## src/rtl/pmc_pkg.sv

```systemverilog
package pmc_pkg;

    typedef enum logic [1:0] {
        PS_SLEEP  = 2'd0,
        PS_WAKE   = 2'd1,
        PS_RUN    = 2'd2,
        PS_LOWCHK = 2'd3
    } pmc_state_e;

    typedef struct packed {
        logic pump;
        logic ldo;
        logic bus;
        logic gate;
        logic ready;
        logic clr;
    } pmc_out_t;

endpackage

```

## src/rtl/pmc_sync.sv

```systemverilog
module pmc_sync #(
    parameter int STAGES = 2
) (
    input  logic clk,
    input  logic rst_n,
    input  logic d_async,
    output logic q_sync
);
    logic [STAGES-1:0] chain_q;

    generate
        for (genvar g = 0; g < STAGES; g++) begin : g_stage
            if (g == 0) begin : g_first
                always_ff @(posedge clk or negedge rst_n) begin
                    if (!rst_n) chain_q[0] <= 1'b0;
                    else        chain_q[0] <= d_async;
                end
            end else begin : g_next
                always_ff @(posedge clk or negedge rst_n) begin
                    if (!rst_n) chain_q[g] <= 1'b0;
                    else        chain_q[g] <= chain_q[g-1];
                end
            end
        end
    endgenerate

    assign q_sync = chain_q[STAGES-1];
endmodule

```

## src/rtl/pmc_fsm.sv

```systemverilog
module pmc_fsm
    import pmc_pkg::*;
#(
    parameter int RST_WIN   = 8,
    parameter int SLEEP_DLY = 40,
    parameter int WAKE_DLY  = 20
) (
    input  logic       clk,
    input  logic       rst_n,
    input  logic       en_s,
    input  logic       uv,
    output pmc_out_t   outs,
    output pmc_state_e state
);
    localparam int MAXC = (SLEEP_DLY > WAKE_DLY) ? SLEEP_DLY : WAKE_DLY;
    localparam int CW   = $clog2(MAXC + 1);
    localparam logic [CW-1:0] SLP_LAST  = CW'(SLEEP_DLY - 1);
    localparam logic [CW-1:0] WAKE_LAST = CW'(WAKE_DLY - 1);
    localparam logic [CW-1:0] WIN_LIM   = CW'(RST_WIN);

    typedef struct packed {
        pmc_state_e st;
        logic [CW-1:0] cnt;
        pmc_out_t   o;
    } fsm_reg_t;

    fsm_reg_t r_q, r_d;

    always_comb begin
        r_d       = r_q;
        r_d.o.clr = 1'b0;
        unique case (r_q.st)
            PS_SLEEP: begin
                if (en_s && !uv) begin
                    r_d.st  = PS_WAKE;
                    r_d.cnt = '0;
                end
            end
            PS_WAKE: begin
                if (!en_s) begin
                    r_d.st = PS_SLEEP;
                end else if (uv) begin
                    r_d.cnt = '0;
                end else if (r_q.cnt == WAKE_LAST) begin
                    r_d.st = PS_RUN;
                end else begin
                    r_d.cnt = r_q.cnt + 1'b1;
                end
            end
            PS_RUN: begin
                if (!en_s) begin
                    r_d.st  = PS_LOWCHK;
                    r_d.cnt = '0;
                end else if (uv) begin
                    r_d.st  = PS_WAKE;
                    r_d.cnt = '0;
                end
            end
            PS_LOWCHK: begin
                if (en_s) begin
                    r_d.st    = PS_RUN;
                    r_d.o.clr = (r_q.cnt < WIN_LIM);
                end else if (r_q.cnt == SLP_LAST) begin
                    r_d.st = PS_SLEEP;
                end else begin
                    r_d.cnt = r_q.cnt + 1'b1;
                end
            end
            default: r_d.st = PS_SLEEP;
        endcase

        r_d.o.pump  = (r_d.st != PS_SLEEP);
        r_d.o.ldo   = (r_d.st != PS_SLEEP);
        r_d.o.bus   = (r_d.st != PS_SLEEP);
        r_d.o.ready = (r_d.st == PS_RUN) || (r_d.st == PS_LOWCHK);
        r_d.o.gate  = r_d.o.ready && !uv;
    end

    always_ff @(posedge clk or negedge rst_n) begin
        if (!rst_n) begin
            r_q <= '{st: PS_SLEEP, cnt: '0, o: '0};
        end else begin
            r_q <= r_d;
        end
    end

    assign outs  = r_q.o;
    assign state = r_q.st;
endmodule

```

## src/rtl/pwr_seq_ctrl.sv

```systemverilog
module pwr_seq_ctrl
    import pmc_pkg::*;
#(
    parameter int SYNC_STAGES = 2,
    parameter int RST_WIN     = 8,
    parameter int SLEEP_DLY   = 40,
    parameter int WAKE_DLY    = 20
) (
    input  logic clk,
    input  logic rst_n,
    input  logic en_pin,
    input  logic uv_flag,
    output logic pump_en,
    output logic ldo_en,
    output logic bus_en,
    output logic gate_en,
    output logic ready,
    output logic flt_clr
);
    logic       en_sync;
    pmc_out_t   seq_out;
    pmc_state_e seq_state;

    pmc_sync #(.STAGES(SYNC_STAGES)) u_sync (
        .clk    (clk),
        .rst_n  (rst_n),
        .d_async(en_pin),
        .q_sync (en_sync)
    );

    pmc_fsm #(
        .RST_WIN  (RST_WIN),
        .SLEEP_DLY(SLEEP_DLY),
        .WAKE_DLY (WAKE_DLY)
    ) u_fsm (
        .clk  (clk),
        .rst_n(rst_n),
        .en_s (en_sync),
        .uv   (uv_flag),
        .outs (seq_out),
        .state(seq_state)
    );

    assign pump_en = seq_out.pump;
    assign ldo_en  = seq_out.ldo;
    assign bus_en  = seq_out.bus;
    assign gate_en = seq_out.gate;
    assign ready   = seq_out.ready;
    assign flt_clr = seq_out.clr;
endmodule

```

## config.mk

```make
export PLATFORM = sky130hd
export DESIGN_NAME = pwr_seq_ctrl
export DESIGN_NICKNAME = d
export VERILOG_FILES = /design/src/rtl/pmc_pkg.sv /design/src/rtl/pmc_sync.sv /design/src/rtl/pmc_fsm.sv /design/src/rtl/pwr_seq_ctrl.sv
export SDC_FILE = /design/constraint.sdc
export NUM_CORES = 1
export LEC_CHECK = 0
export BUFFER_PORTS_ARGS = -buffer_cell sky130_fd_sc_hd__clkbuf_2
export CAP_MARGIN = 0
export CORE_UTILIZATION = 53
export CTS_BUF_LIST = sky130_fd_sc_hd__clkbuf_16
export CTS_CLUSTER_DIAMETER = 150
export CTS_CLUSTER_SIZE = 20
export DETAILED_ROUTE_END_ITERATION = 16
export PLACE_DENSITY = 0.75
export SYNTH_ARGS = -nofsm -noshare
export SYNTH_HDL_FRONTEND = slang
export SYNTH_SLANG_ARGS = --single-unit
```

## constraint.sdc

```tcl
create_clock -name clk -period 5.1 [get_ports clk]
set_clock_uncertainty 0.15 [all_clocks]
set_input_delay 0.255 -clock clk [delete_from_list [all_inputs] [get_ports clk]]
set_output_delay 0.255 -clock clk [all_outputs]
set_load 0.01 [all_outputs]
```

### Word level (Yosys, flattened, before mapping)

Cells that the tools add are included.

* bits in registers: 14
* bits of input ports: 4
* logic and storage cells: 46

* add/subtract/negate cells: 1
* magnitude comparators: 1
* eq/ne operators: 13
* muxes and demuxes: 16
* reductions and logical operators: 7

Operators with widths (number)
* $pmux W8 S4: 1
* $mux W6: 5
* $mux W8: 3
* $mux W2: 5
* $eq A2 B2 Y1 const B: 4
* $add A6 B1 Y6 const B: 1
* $eq A6 B5 Y1 const B: 1
* $eq A6 B6 Y1 const B: 1
* $lt A6 B4 Y1 const B: 1
* $ne A2 B2 Y1 const B: 3
* $ne A3 B3 Y1 const B: 2
* $reduce_and A6 Y1: 1
* $eq A2 B1 Y1 const B: 1
* $logic_and A1 B1 Y1: 2
* $logic_not A2 Y1: 1
* $mux W1: 2
* $ne A2 B1 Y1 const B: 1
* $reduce_bool A2 Y1: 1
* $logic_not A1 Y1: 1
* $logic_or A1 B1 Y1: 1

### Logic depth before layout (Yosys ltp)

Gate-level depths: netlist (run 1).

* word-level depth: 8
* gate-level depth with buffers: 6

### Hierarchy

From an unflattened synthesis (run 1), not the netlist that was laid out.

* cells, all modules: 73
* area total of the unflattened synthesis: 748.2 um^2

Modules (own cells, without submodules)
* pmc_fsm: instances 1, cells each 71, area each 698.2 um^2, sequential area each 275.3 um^2
* pmc_sync: instances 1, cells each 2, area each 50.0 um^2, sequential area each 50.0 um^2

### Worst setup path after synthesis (run 1)

OpenSTA, ideal clock, no wires.

* path type: register to register
* from: reg u_fsm.r_q[6] (netlist name)
* to: reg u_fsm.r_q[9] (netlist name)
* setup time: 0.122 ns
* arrival: 1.449 ns
* data required time: 4.828 ns
* setup slack: 3.379 ns
* cell stages (with the launch flop): 6
* clock period less this slack: 1.721 ns
* cell sequence: dfrtp_1 ha_1 and4bb_2 o2bb2ai_2 a221o_1 a32o_1

* longest elaborated chain between the ends: 5

RTL lines
* start, declared: line pmc_fsm.sv:27 `fsm_reg_t r_q, r_d;`
* start signal, assigned: line pmc_fsm.sv:81 `r_q <= '{st: PS_SLEEP, cnt: '0, o: '0};`
* start signal, assigned: line pmc_fsm.sv:83 `r_q <= r_d;`
* $add A6 B1 Y6: line pmc_fsm.sv:47, pmc_fsm.sv:66
* $mux W6: line pmc_fsm.sv:44 `end else if (r_q.cnt == WAKE_LAST) begin`
* $mux W6: line pmc_fsm.sv:42 `end else if (uv) begin`
* $mux W6: line pmc_fsm.sv:40 `if (!en_s) begin`
* $pmux W8 S4: line pmc_fsm.sv:32 `unique case (r_q.st)`

Several ways; a longest one is shown, not always the timed one. The select of a mux whose other input is x is not followed.
A chain may end at the register's enable or synchronous reset.

==> reports/results.txt, run 1 <==
Status: finished, final reports clean
Inserted Clock Buffers: 3
WL final: 1450 um
Setup violators final: 0
Share of cells above drive strength 1: 24.1%
Mean Syn Cell Area: 10.4 um^2
H-tree depth: 1
Final Slew Violations: 0
Main combinational cell family by area after synthesis: simple AND/OR/NAND/NOR gates
Die footprint: 1610 um^2
Crit path launch type: register
Routed WL per cell: 14.8 um
Synth Net Count: 79
Adder-cell share of the synthesized area: 1.62%
Unique masters post-synth: 39
Worst setup EP type: register
Sequential fraction of the synthesis area: 45.5%
Setup TNS: 0 ns
Total gr overflow: 0
Hold slack: 0.0696 ns
Crit Path Max Fanout: 5
Root buf cell: clkbuf_16
Fin. Hold Viols: 0
Tmin final: 1.84 ns
MaxCap Viol Count: 0
Clock Pin Slew Worst Setup and Hold Paths: 0.04 ns
CTS tree: built
Skew-Pair Late Insertion Delay: 0.24 ns
Worst Path Required: 5.07 ns
Final period utilization: 36.1%
Initial Util: 57.8%
Post-synthesis compound-gate area fraction: 20.5%
CTS Sinks: 14
Largest net degree at the start of global routing: 15
Post-DP HPWL: 1010 um
CP Capture Point: u_fsm.outs[5]
Pleak: 0.378 nW
Worst r2r src: u_fsm.r_q[6]
Xor/xnor share of the synthesized area: 0%
Final-stage net count: 89
Max VDD drop: 259 uV
Slew HR: 65.4%
RSZ-0062 raised after global routing: false
Worst Hold Class: input port to register
Arr. time, crit path: 1.81 ns
Hold-fix buffers, CTS: 2
Post-CTS sizing: 0
Cells on worst reg2reg path: 5
Routed vias: 580
Core area: 1330 um^2
Yosys warning count: 0
Worst setup path startpoint: u_fsm.r_q[6]
DR vias/cell: 5.92
Post-synth EDFFs: 0
Setup bufs post-CTS: 0
Syn Std Cell Area: 771 um^2
Die Width: 40.1 um
Area Overhead vs Synth: 15.1%
Tot GR Track Use: 23.2%
Worst setup path class: register to register
Iteration-0 DRC Markers: 15
R2r setup slk: 3.26 ns
Buffers on Ports: 9
# IOs: 10
Actual slew at the worst max-slew pin: 0.514 ns
Cells after Synth: 74
First-pass GRT wire length: 2340 um
Initial antenna violation count: 0
N_diodes: 0
Row count: 13
Worst r2r dst: u_fsm.outs[5]
FMAX: 543 MHz
Post-synth ARST share: 100%
Yosys reg bits: 14
DRT antenna net count: 0
Routability Congestion: 0.852
Drc violations: 0
TritonRoute pass-1 iters: 4
Vias in the first global route: 510
Die Y: 40.1 um
Mux cell area share after synthesis: 2.60%
PwrDens: 322 nW/um^2
Post-synthesis simple-gate area fraction: 21.9%
Clock Tree Buf Depth: 2
Most common flop cell mapped by yosys: dfrtp_1
-- through the flow --
step | setup WS [ns] | utilization, % | total power [mW] | cell area, um^2 | cells
CTS | 3.26 | 66.5 | 0.288 | 887 | 98
global route | 3.15 | 66.5 | 0.297 | 887 | 98
finish | 3.26 | 66.5 | 0.285 | 887 | 98
global placement | 3.29 | 59.1 | 0.138 | 788 | 92
detailed placement | 3.28 | 59.1 | 0.139 | 788 | 92
floorplan | 3.38 | - | 0.134 | 771 | 74
-- report_power, final --
group          internal [mW]  leakage (nW)  total, mW  switching [mW]
Clock                  0.104        0.0385      0.147          0.0439
Sequential             0.114         0.187      0.118         0.00363
Combinational        0.00895         0.152     0.0197          0.0107
Total                  0.227         0.378      0.285          0.0583
-- layout make-up --
type | instances | area (um^2)
clock inverters | 1 | 3.75
multi-input cells | 50 | 359
clock buffers | 3 | 75.1
inverters | 4 | 15.0
repair buffers | 11 | 65.1
well taps | 15 | 18.8
fillers | 104 | 447
flip-flops and latches | 14 | 350
-- Yosys cell counts, types with 2 or more instances --
cell type / count / area share (%)
dfrtp_1: 14 / 45
o211ai_1: 3 / 2.9
inv_1: 3 / 1.5
o22ai_1: 2 / 1.6
nand2b_1: 2 / 1.6
nor2_1: 3 / 1.5
o21ai_0: 2 / 1.3
nand3_1: 4 / 2.6
mux2i_1: 2 / 2.6
buf_6: 2 / 2.9
nor3_1: 2 / 1.3
nand2_1: 7 / 3.4
buf_4: 2 / 1.9
-- cells by family after synthesis --
| group | Yosys count |
|---|---|
| buffers and inverters | 10 |
| adders and majority gates | 1 |
| muxes | 2 |
| DFF | 14 |
| AOI/OAI and AO/OA | 19 |
| and+or+nand+nor | 28 |
-- worst min-delay path by stage --
stage | endpoint | slack [ns] | cells after the start | from
floorplan | u_fsm.outs[0] | -0.19 | 0 | rst_n
global placement | u_fsm.outs[5] | 0.02 | 1 | rst_n
detailed placement | u_fsm.outs[5] | 0.03 | 1 | rst_n
CTS | u_fsm.outs[2] | 0.07 | 2 | uv_flag
global route | u_fsm.outs[2] | 0.09 | 2 | uv_flag
finish | u_fsm.outs[2] | 0.07 | 2 | uv_flag
-- worst max-delay path: stages, from the launching register on --
cell	delay (ns)
dfrtp_1	0.39
ha_1	0.27
and4bb_2	0.27
a31oi_1	0.23
o22ai_1	0.16
or2_1	0.25
-- per-layer routing --
layer	part of all wire (%)	track usage [%]	wire length, um	vias to the layer above
li1	-	-	-	291
met1	49	29.6	714	268
met2	44	34.7	644	16
met3	3.6	5.00	52	5
met4	2.9	15.5	42	0
met5	0	0	0	-
-- layout by cell type (no fill, tap or decap), types with 2 or more instances in the layout --
cell           count
dlygate4sd3_1      2
clkbuf_16          3
nor3_1             2
o21ai_0            2
dfrtp_1           14
nand2_1            7
nor2_1             3
mux2i_1            2
inv_1              3
clkbuf_2           9
o22ai_1            2
nand2b_1           2
nand3_1            4
o211ai_1           3
-- flip-flops by register name, summed over array words and instances, names as in the netlist --
| signal | cells |
|---|---|
| u_fsm.state | 2 |
| u_fsm.r_q | 6 |
| u_sync.chain_q | 1 |
| u_fsm.outs | 4 |
| u_sync.q_sync | 1 |
Note: power is estimated with default switching activity, not from simulation.
==> inputs of run 2 (changes only) <==
==> constraint.sdc (replaced) <==
create_clock -name clk -period 1.72 [get_ports clk]
set_clock_uncertainty 0.15 [all_clocks]
set_input_delay 0.086 -clock clk [delete_from_list [all_inputs] [get_ports clk]]
set_output_delay 0.086 -clock clk [all_outputs]
set_load 0.01 [all_outputs]
==> reports/results.txt, run 2 (synthesis results as in run 1) <==
Final-stage net count: 99 (was 89)
Final period utilization: 101% (was 36.1%)
Crit path launch type: register (unchanged)
Combinational Power Share: 9.7% (was 6.9%)
Total power: 0.869 mW (was 0.285 mW)
Row count: 13 (unchanged)
Worst Path Required: 1.70 ns (was 5.07 ns)
RSZ-0062 raised after global routing: true (was false)
Clock Tree Buf Depth: 2 (unchanged)
Pleak: 0.429 nW (was 0.378 nW)
Worst setup EP type: register (unchanged)
Tot GR Track Use: 27.3% (was 23.2%)
Post-layout worst setup margin: -0.0179 ns (was 3.26 ns)
Critical Path, Cell by Cell: ha_2, and4bb_2, o2bb2ai_2, a221o_1, a32o_1 (was ha_1, and4bb_2, a31oi_1, o22ai_1, or2_1)
Seq pwr share: 39.7% (was 41.4%)
Max stage delay cell, worst path: dfrtp_1 (unchanged)
Worst Hold Class: input port to register (unchanged)
Commonest non-fill, non-tap cell in the layout: dfrtp_1 (unchanged)
WL final: 1690 um (was 1450 um)
Largest net degree at the start of global routing: 15 (unchanged)
DR vias/cell: 6.14 (was 5.92)
Routability Congestion: 0.854 (was 0.852)
Buf/Inv on CP: 0 (unchanged)
Buffers on Ports: 9 (unchanged)
Most frequent cells in the layout: dfrtp_1 (14), clkbuf_2 (9), buf_4 (9) (was dfrtp_1 (14), clkbuf_2 (9), nand2_1 (7))
PwrDens: 881 nW/um^2 (was 322 nW/um^2)
Tmin final: 1.74 ns (was 1.84 ns)
Hold slack: 0.0537 ns (was 0.0696 ns)
DRT antenna net count: 0 (unchanged)
Switching share of power: 20.9% (was 20.4%)
Initial Util: 57.8% (unchanged)
Slew HR: 57.2% (was 65.4%)
Initial antenna violation count: 0 (unchanged)
CTS tree: built (unchanged)
Inserted Clock Buffers: 3 (unchanged)
Arr. time, crit path: 1.72 ns (was 1.81 ns)
Area of the multi-input gates: 380 um^2 (was 359 um^2)
TritonRoute pass-1 iters: 4 (unchanged)
Int Power: 0.687 mW (was 0.227 mW)
Vias in the first global route: 602 (was 510)
Switching power: 0.181 mW (was 0.0583 mW)
Storage cell area: 350 um^2 (unchanged)
Share of cells above drive strength 1: 34.4% (was 24.1%)
Status: complete, but fails checks (was finished, final reports clean)
Iteration-0 DRC Markers: 14 (was 15)
Failing checks: negative setup slack
Die Width: 40.1 um (unchanged)
H-tree depth: 1 (unchanged)
Max reg flops: 6 (unchanged)
# IOs: 10 (unchanged)
FMAX: 575 MHz (was 543 MHz)
Max stage delay on crit path: 0.38 ns (was 0.39 ns)
Die Y: 40.1 um (unchanged)
Routed WL per cell: 15.6 um (was 14.8 um)
N_diodes: 0 (unchanged)
Final Slew Violations: 0 (unchanged)
Layout Cells excl Fill: 108 (was 98)
Fillers: 93 (was 104)
MaxCap Viol Count: 0 (unchanged)
Max VDD drop: 723 uV (was 259 uV)
Root buf cell: clkbuf_16 (unchanged)
Setup bufs post-CTS: 0 (unchanged)
CTS Sinks: 14 (unchanged)
Area Overhead vs Synth: 27.9% (was 15.1%)
Actual slew at the worst max-slew pin: 0.635 ns (was 0.514 ns)
Die footprint: 1610 um^2 (unchanged)
Core area: 1330 um^2 (unchanged)
Delay-heaviest family, CP: compound AO/OA/AOI/OAI gates (was simple AND/OR/NAND/NOR gates)
Setup violators final: 1 (was 0)
Total gr overflow: 0 (unchanged)
Drc violations: 0 (unchanged)
Clock Pin Slew Worst Setup and Hold Paths: 0.05 ns (was 0.04 ns)
Fin. Hold Viols: 0 (unchanged)
Cells after DPL: 101 (was 92)
Routed vias: 663 (was 580)
Clock network power share: 50.5% (was 51.7%)
Reg with most FFs: u_fsm.r_q (unchanged)
Skew-Pair Late Insertion Delay: 0.24 ns (about the same)
Crit Path Max Fanout: 4 (was 5)
Fin util: 73.9% (was 66.5%)
Worst setup path class: register to register (unchanged)
Post-DP HPWL: 1150 um (was 1010 um)
Setup WS pre-CTS: -0.00764 ns (was 3.28 ns)
First-pass GRT wire length: 2730 um (was 2340 um)
## run 2: power groups by stage
| stage | combinational, mW | clock (mW) | sequential (mW) |
|---|---|---|---|
| after floorplan | 0.0459 | 0 | 0.351 |
| after global placement | 0.0736 | 0 | 0.350 |
| after detailed placement | 0.0755 | 0 | 0.350 |
| after CTS | 0.0833 | 0.441 | 0.345 |
| after global routing | 0.0944 | 0.459 | 0.346 |
| final | 0.0847 | 0.439 | 0.345 |
## run 2: final timing paths
path | startpoint | end | cells after the start | slack, ns
setup / recovery | u_fsm.r_q[6] | u_fsm.r_q[9] | 5 | -0.02
hold / removal | uv_flag | u_fsm.outs[1] | 4 | 0.05
setup reg to reg | u_fsm.r_q[6] | u_fsm.r_q[9] | 5 | -0.02
hold reg to reg | u_sync.chain_q[0] | u_sync.q_sync | 0 | 0.21
max in group asynchronous | rst_n | u_fsm.r_q[9] | 2 | 1.02
min in group asynchronous | rst_n | u_fsm.outs[0] | 2 | 0.13
## run 2: per-stage QoR
stage                     TNS [ns]  area, um^2
after floorplan                  0         773
after CTS                  -0.0141         975
after detailed placement  -0.00764         858
final                      -0.0179         986
after global routing        -0.155         986
after global placement           0         858
## run 2: worst min-delay path, delay by kind of cell
kind / cells / cell delay [ns]
AOI/OAI and AO/OA: 1 / 0.07
buffers and inverters: 1 / 0.12
and+or+nand+nor: 2 / 0.12
## run 2: per-layer routing
| metal | GRT usage (%) | share of wire (%) | vias up |
|---|---|---|---|
| li1 | - | - | 309 |
| met1 | 35.3 | 47 | 327 |
| met2 | 42.3 | 47 | 23 |
| met3 | 6.67 | 3.5 | 4 |
| met4 | 12.9 | 1.8 | 0 |
| met5 | 0 | 0 | - |
## run 2: final cells by class
class                   count  share of cell area [%]
clock buffers               3                    7.61
clock inverters             1                   0.381
inverters                   4                    1.52
multi-input cells          50                    38.6
flip-flops and latches     14                    35.5
well taps                  15                    1.90
repair buffers             21                    14.5
## run 2: repair_timing
action,CTS,global route
gates resized for setup,1,2
setup endpoints to repair,2,5
hold buffers,3,0
hold endpoints to repair,16,0
